--- src/rtl/sm_prot_pkg.sv ---
package sm_prot_pkg;

    localparam int STATUS_W  = 8;
    localparam int BIT_WEL   = 1;
    localparam int BIT_RNG_L = 2;
    localparam int BIT_RNG_H = 3;
    localparam int BIT_LOCK  = 7;

    typedef enum logic [1:0] {
        RNG_NONE = 2'b00,
        RNG_QTR  = 2'b01,
        RNG_HALF = 2'b10,
        RNG_ALL  = 2'b11
    } rng_code_e;

    typedef struct packed {
        logic      lock_en;
        rng_code_e rng;
        logic      wel;
    } prot_state_t;

    typedef struct packed {
        logic grant;
        logic deny;
    } verdict_t;

    function automatic logic [STATUS_W-1:0] pack_status(prot_state_t s);
        logic [STATUS_W-1:0] v;
        v                       = '0;
        v[BIT_WEL]              = s.wel;
        v[BIT_RNG_H:BIT_RNG_L]  = s.rng;
        v[BIT_LOCK]             = s.lock_en;
        return v;
    endfunction

    function automatic verdict_t judge(logic req, logic ok);
        verdict_t v;
        v.grant = req & ok;
        v.deny  = req & ~ok;
        return v;
    endfunction

endpackage

--- src/rtl/sm_wel_latch.sv ---
module sm_wel_latch (
    input  logic clk,
    input  logic rst,
    input  logic set_i,
    input  logic clr_i,
    input  logic wr_seen_i,
    output logic wel_o
);
    logic wel_q;

    always_ff @(posedge clk) begin
        if (rst) begin
            wel_q <= 1'b0;
        end else if (clr_i || wr_seen_i) begin
            wel_q <= 1'b0;
        end else if (set_i) begin
            wel_q <= 1'b1;
        end
    end

    assign wel_o = wel_q;


    wel_drop_after_wr_chk: assert property (@(posedge clk) disable iff (rst)
        wr_seen_i |=> !wel_o);


    wel_set_chk: assert property (@(posedge clk) disable iff (rst)
        (set_i && !clr_i && !wr_seen_i) |=> wel_o);

endmodule

--- src/rtl/sm_range_dec.sv ---
module sm_range_dec
    import sm_prot_pkg::*;
#(
    parameter int ADDR_W = 12
) (
    input  rng_code_e         rng_i,
    input  logic [ADDR_W-1:0] addr_i,
    output logic              shielded_o
);
    localparam int TOP = ADDR_W - 1;

    logic top_half, top_qtr;

    assign top_half = addr_i[TOP];
    assign top_qtr  = addr_i[TOP] & addr_i[TOP-1];

    always_comb begin
        unique case (rng_i)
            RNG_NONE: shielded_o = 1'b0;
            RNG_QTR:  shielded_o = top_qtr;
            RNG_HALF: shielded_o = top_half;
            RNG_ALL:  shielded_o = 1'b1;
            default:  shielded_o = 1'b1;
        endcase
    end


    range_nest_chk: assert final (!(rng_i == RNG_QTR && shielded_o) || addr_i[TOP]);

endmodule

--- src/rtl/sm_status_reg.sv ---
module sm_status_reg
    import sm_prot_pkg::*;
#(
    parameter logic [1:0] INIT_RNG     = 2'b00,
    parameter logic       INIT_LOCK_EN = 1'b0
) (
    input  logic                clk,
    input  logic                rst,
    input  logic                we_i,
    input  logic [STATUS_W-1:0] data_i,
    output rng_code_e           rng_o,
    output logic                lock_en_o
);
    rng_code_e rng_q;
    logic      lock_en_q;

    always_ff @(posedge clk) begin
        if (rst) begin
            rng_q     <= rng_code_e'(INIT_RNG);
            lock_en_q <= INIT_LOCK_EN;
        end else if (we_i) begin
            rng_q     <= rng_code_e'(data_i[BIT_RNG_H:BIT_RNG_L]);
            lock_en_q <= data_i[BIT_LOCK];
        end
    end

    assign rng_o     = rng_q;
    assign lock_en_o = lock_en_q;


    status_hold_chk: assert property (@(posedge clk) disable iff (rst)
        !we_i |=> ($stable(rng_o) && $stable(lock_en_o)));

endmodule

--- src/rtl/sm_protect_ctrl.sv ---
module sm_protect_ctrl
    import sm_prot_pkg::*;
#(
    parameter int         ADDR_W       = 12,
    parameter logic [1:0] INIT_RNG     = 2'b00,
    parameter logic       INIT_LOCK_EN = 1'b0
) (
    input  logic              clk,
    input  logic              rst,
    input  logic              set_wel_i,
    input  logic              clr_wel_i,
    input  logic              sr_wr_i,
    input  logic [7:0]        sr_data_i,
    input  logic              mem_wr_i,
    input  logic [ADDR_W-1:0] mem_addr_i,
    input  logic              prot_pin_n_i,
    output logic [7:0]        status_o,
    output logic              sr_grant_o,
    output logic              sr_deny_o,
    output logic              mem_grant_o,
    output logic              mem_deny_o
);
    prot_state_t st;
    rng_code_e   rng;
    logic        lock_en, wel, hw_lock, shielded;
    logic        sr_ok, mem_ok, sr_we;
    verdict_t    sr_v, mem_v, sr_q, mem_q;

    sm_wel_latch u_wel (
        .clk       (clk),
        .rst       (rst),
        .set_i     (set_wel_i),
        .clr_i     (clr_wel_i),
        .wr_seen_i (sr_wr_i | mem_wr_i),
        .wel_o     (wel)
    );

    sm_status_reg #(
        .INIT_RNG     (INIT_RNG),
        .INIT_LOCK_EN (INIT_LOCK_EN)
    ) u_sr (
        .clk       (clk),
        .rst       (rst),
        .we_i      (sr_we),
        .data_i    (sr_data_i),
        .rng_o     (rng),
        .lock_en_o (lock_en)
    );

    sm_range_dec #(
        .ADDR_W (ADDR_W)
    ) u_dec (
        .rng_i      (rng),
        .addr_i     (mem_addr_i),
        .shielded_o (shielded)
    );

    assign hw_lock = lock_en & ~prot_pin_n_i;
    assign sr_ok   = wel & ~hw_lock;
    assign mem_ok  = wel & ~shielded;
    assign sr_v    = judge(sr_wr_i, sr_ok);
    assign mem_v   = judge(mem_wr_i, mem_ok);
    assign sr_we   = sr_v.grant;

    always_ff @(posedge clk) begin
        if (rst) begin
            sr_q  <= '0;
            mem_q <= '0;
        end else begin
            sr_q  <= sr_v;
            mem_q <= mem_v;
        end
    end

    always_comb begin
        st.wel     = wel;
        st.rng     = rng;
        st.lock_en = lock_en;
    end

    assign status_o    = pack_status(st);
    assign sr_grant_o  = sr_q.grant;
    assign sr_deny_o   = sr_q.deny;
    assign mem_grant_o = mem_q.grant;
    assign mem_deny_o  = mem_q.deny;


    sr_one_verdict_chk: assert property (@(posedge clk) disable iff (rst)
        sr_wr_i |=> (sr_grant_o ^ sr_deny_o));

    mem_no_spurious_chk: assert property (@(posedge clk) disable iff (rst)
        !mem_wr_i |=> !(mem_grant_o || mem_deny_o));

    sr_locked_deny_chk: assert property (@(posedge clk) disable iff (rst)
        (sr_wr_i && lock_en && !prot_pin_n_i) |=> sr_deny_o);

    mem_shield_deny_chk: assert property (@(posedge clk) disable iff (rst)
        (mem_wr_i && shielded) |=> mem_deny_o);

    no_wel_no_grant_chk: assert property (@(posedge clk) disable iff (rst)
        !status_o[BIT_WEL] |=> !(sr_grant_o || mem_grant_o));

    unused_zero_chk: assert property (@(posedge clk) disable iff (rst)
        (status_o[0] | status_o[4] | status_o[5] | status_o[6]) == 1'b0);

endmodule

--- config.mk ---
export PLATFORM = sky130hd
export DESIGN_NAME = sm_protect_ctrl
export DESIGN_NICKNAME = d
export VERILOG_FILES = /design/src/rtl/sm_prot_pkg.sv /design/src/rtl/sm_wel_latch.sv /design/src/rtl/sm_range_dec.sv /design/src/rtl/sm_status_reg.sv /design/src/rtl/sm_protect_ctrl.sv
export SDC_FILE = /design/constraint.sdc
export NUM_CORES = 1
export LEC_CHECK = 0
export BUFFER_PORTS_ARGS = -buffer_cell sky130_fd_sc_hd__buf_2
export CAP_MARGIN = 15
export CORE_UTILIZATION = 25
export DETAILED_ROUTE_END_ITERATION = 16
export GPL_TIMING_DRIVEN = 0
export PLACE_DENSITY = 0.68
export SYNTH_ARGS = -nofsm -noshare
export SYNTH_HDL_FRONTEND = slang
export SYNTH_SLANG_ARGS = --single-unit
--- constraint.sdc ---
create_clock -name clk -period 0.9 [get_ports clk]
set_input_delay 0.18 -clock clk [delete_from_list [all_inputs] [get_ports clk]]
set_output_delay 0.18 -clock clk [all_outputs]
set_load 0.03 [all_outputs]
==> flow_summary.toml <==
[die]
initial_core_util_pct = 27.8
core_mm2 = 0.00135
die_height_um = 40.8
die_area_mm2 = 0.00166
rows = 13
pin_count = 39
die_w_um = 40.8

[power]
power_leakage_nw = 0.294
power.density_mw_per_mm2 = 1170
power_mw = 0.752
peakVddDrop_mv = 0.408

[flow_run]
cap_violations = 0

[worst_setup_path]
endpoint_kind = "output port"
cp.arrival_ns = 0.82
critPathMaxFanout = 2
crit_type = "flip-flop to output port"
crit_required_ns = 0.72
start_kind = "flip-flop"

[clock_tree]
h-tree-depth = 1
clockRootBuffer = "clkbuf_4"
cts_tree = "done"
cts_hold_buffers = 0
cts_sinks = 8
clk_latency_ns = 0.25
clk_pin_slew_worst_paths_ns = 0.05
cts_buffers = 3
cts_buffer_depth = 2

[status]
status = "finished, violations left"
violations = "setup timing"

[sta]
fin_skew_ns = 0.00707
hold_viol_final = 0
fmax_mhz = 1000
rsz0062_at_grt = "yes"
setup_ws_ns = -0.0984
setup_viol = 6
fin_crit_ns = 0.998
slew_violations = 0
final.period_utilization_pct = 111

[synthesis]
synth_cell_types = 17
yosys.area.top_type_share_pct = 42.7
synth_edf_count = 0
netlist_top_cells_count = "dfxtp_1, nand2b_1, buf_4, mux2i_1, nand2_1"
synth_area_per_cell_um2 = 9.38
ys_seq_elements = 8
ys.flop_type = "dfxtp_1"
yosysTopAreaCell = "dfxtp_1"
syn_inst = 40
synthTopCellsByArea = "dfxtp_1, nand2b_1, buf_4"
yosys_warnings = 0
synthArstFlopShare_pct = 0
ys_seq_area_share_pct = 42.7
synth_area_um2 = 375

[final_layout]
syn_to_final_growth_pct = 70.7
drive_gt1_share_pct = 65.7
fin_nets = 96
diodes = 0

[grt]
grt_use_total_pct = 10.2
grt_pass1_wl_um = 1100
first_global_vias = 293
gr-total-overflow = 0
grt_antenna_before_repair = 0
grt_max_degree = 11

[drt]
drc = 0
wl_per_cell_um = 9.70
viasPerCell = 4.22
first_pass_iters = 2
routed_wl_um = 795
ant_nets = 0
num_vias = 346
drt_iter0_markers = 2

[place]
post-dp-hpwl_um = 529
gp_congestion = 0.666
dp_slack_ns = -0.0739
io_buffers = 19

[min_path]
hold_path_class = "input pin to flip-flop"
-- sequential cells by signal, summed over array words and instances (netlist names) --
name,cells
u_sr.rng_o,2
sr_deny_o,1
sr_grant_o,1
u_sr.lock_en_o,1
mem_grant_o,1
u_wel.wel_o,1
mem_deny_o,1
-- power breakdown --
part	internal, mW	switching (mW)
Sequential	0.355	0.00428
Combinational	0.0612	0.0665
Clock	0.152	0.112
-- final timing paths --
kind / from / endpoint / slack, ns / cells past startpoint
max reg2reg: u_wel.wel_o$_SDFFE_PP0P_ / u_sr.rng_o[0]$_SDFFE_PP0P_ / -0.01 / 3
max: u_wel.wel_o$_SDFFE_PP0P_ / status_o[1] / -0.1 / 2
min reg2reg: u_sr.lock_en_o$_SDFFE_PP0P_ / u_sr.lock_en_o$_SDFFE_PP0P_ / 0.49 / 2
min: set_wel_i / u_wel.wel_o$_SDFFE_PP0P_ / 0.14 / 2
-- per-stage QoR --
stage	TNS (ns)	instances	utilization [%]	area, µm²	hold slack, ns
floorplan	-0.00172	43	-	390	0.290
global placement	-0.176	77	37.3	504	0.379
detailed placement	-0.268	77	37.3	504	0.382
CTS	-0.603	81	43.8	592	0.122
global route	-0.528	82	47.5	641	0.143
finish	-0.234	82	47.5	641	0.141
-- cells in the final DEF, fill, tap and decap left out --
master     n
buf_6     11
buf_2     11
nand2b_1   8
buf_4      6
dfxtp_2    5
conb_1     4
mux2i_1    3
clkbuf_4   3
dfxtp_4    3
nand2_1    2
clkbuf_1   1
and3_4     1
nor2b_4    1
a21oi_1    1
inv_1      1
nand2_2    1
a21o_1     1
nor4b_2    1
a311oi_2   1
nor4_1     1
o21a_1     1
-- final cells by class --
cell class | instances | area, µm²
buffer | 7 | 56.3
clock buffer | 3 | 22.5
fill | 143 | 709
inverter | 1 | 3.75
multi-input combinational | 26 | 190
sequential | 8 | 178
tap | 15 | 18.8
timing repair buffer | 22 | 171
-- worst max-delay path: stages (launching register included) --
cell     delay [ns]
dfxtp_4        0.34
buf_6          0.11
buf_6          0.12
-- cell families (layout without fill, tap and decap cells) --
kind of cell    after synthesis  after routing  share of synthesized area, %
flops                         8              8                          42.7
simple gates                 15             15                          23.7
mux                           3              3                          8.00
compound gates                4              4                          7.67
other cells                   1              4                         0.999
buf+inv                       9             33                          17.0
-- metal layers --
metal	part of all wire (%)	GRT usage, %	up-vias
met4	0	7.50	0
li1	-	-	176
met5	0	0	-
met1	38	11.0	156
met3	5.9	1.63	0
met2	56	17.9	14
-- what timing repair did --
| action | in CTS | in global routing |
|---|---|---|
| setup endpoints to repair | 12 | 14 |
| gates cloned | 0 | 0 |
| buffers inserted | 1 | 2 |
| gates resized for setup | 19 | 13 |
Power figures use the tool's default switching activity.
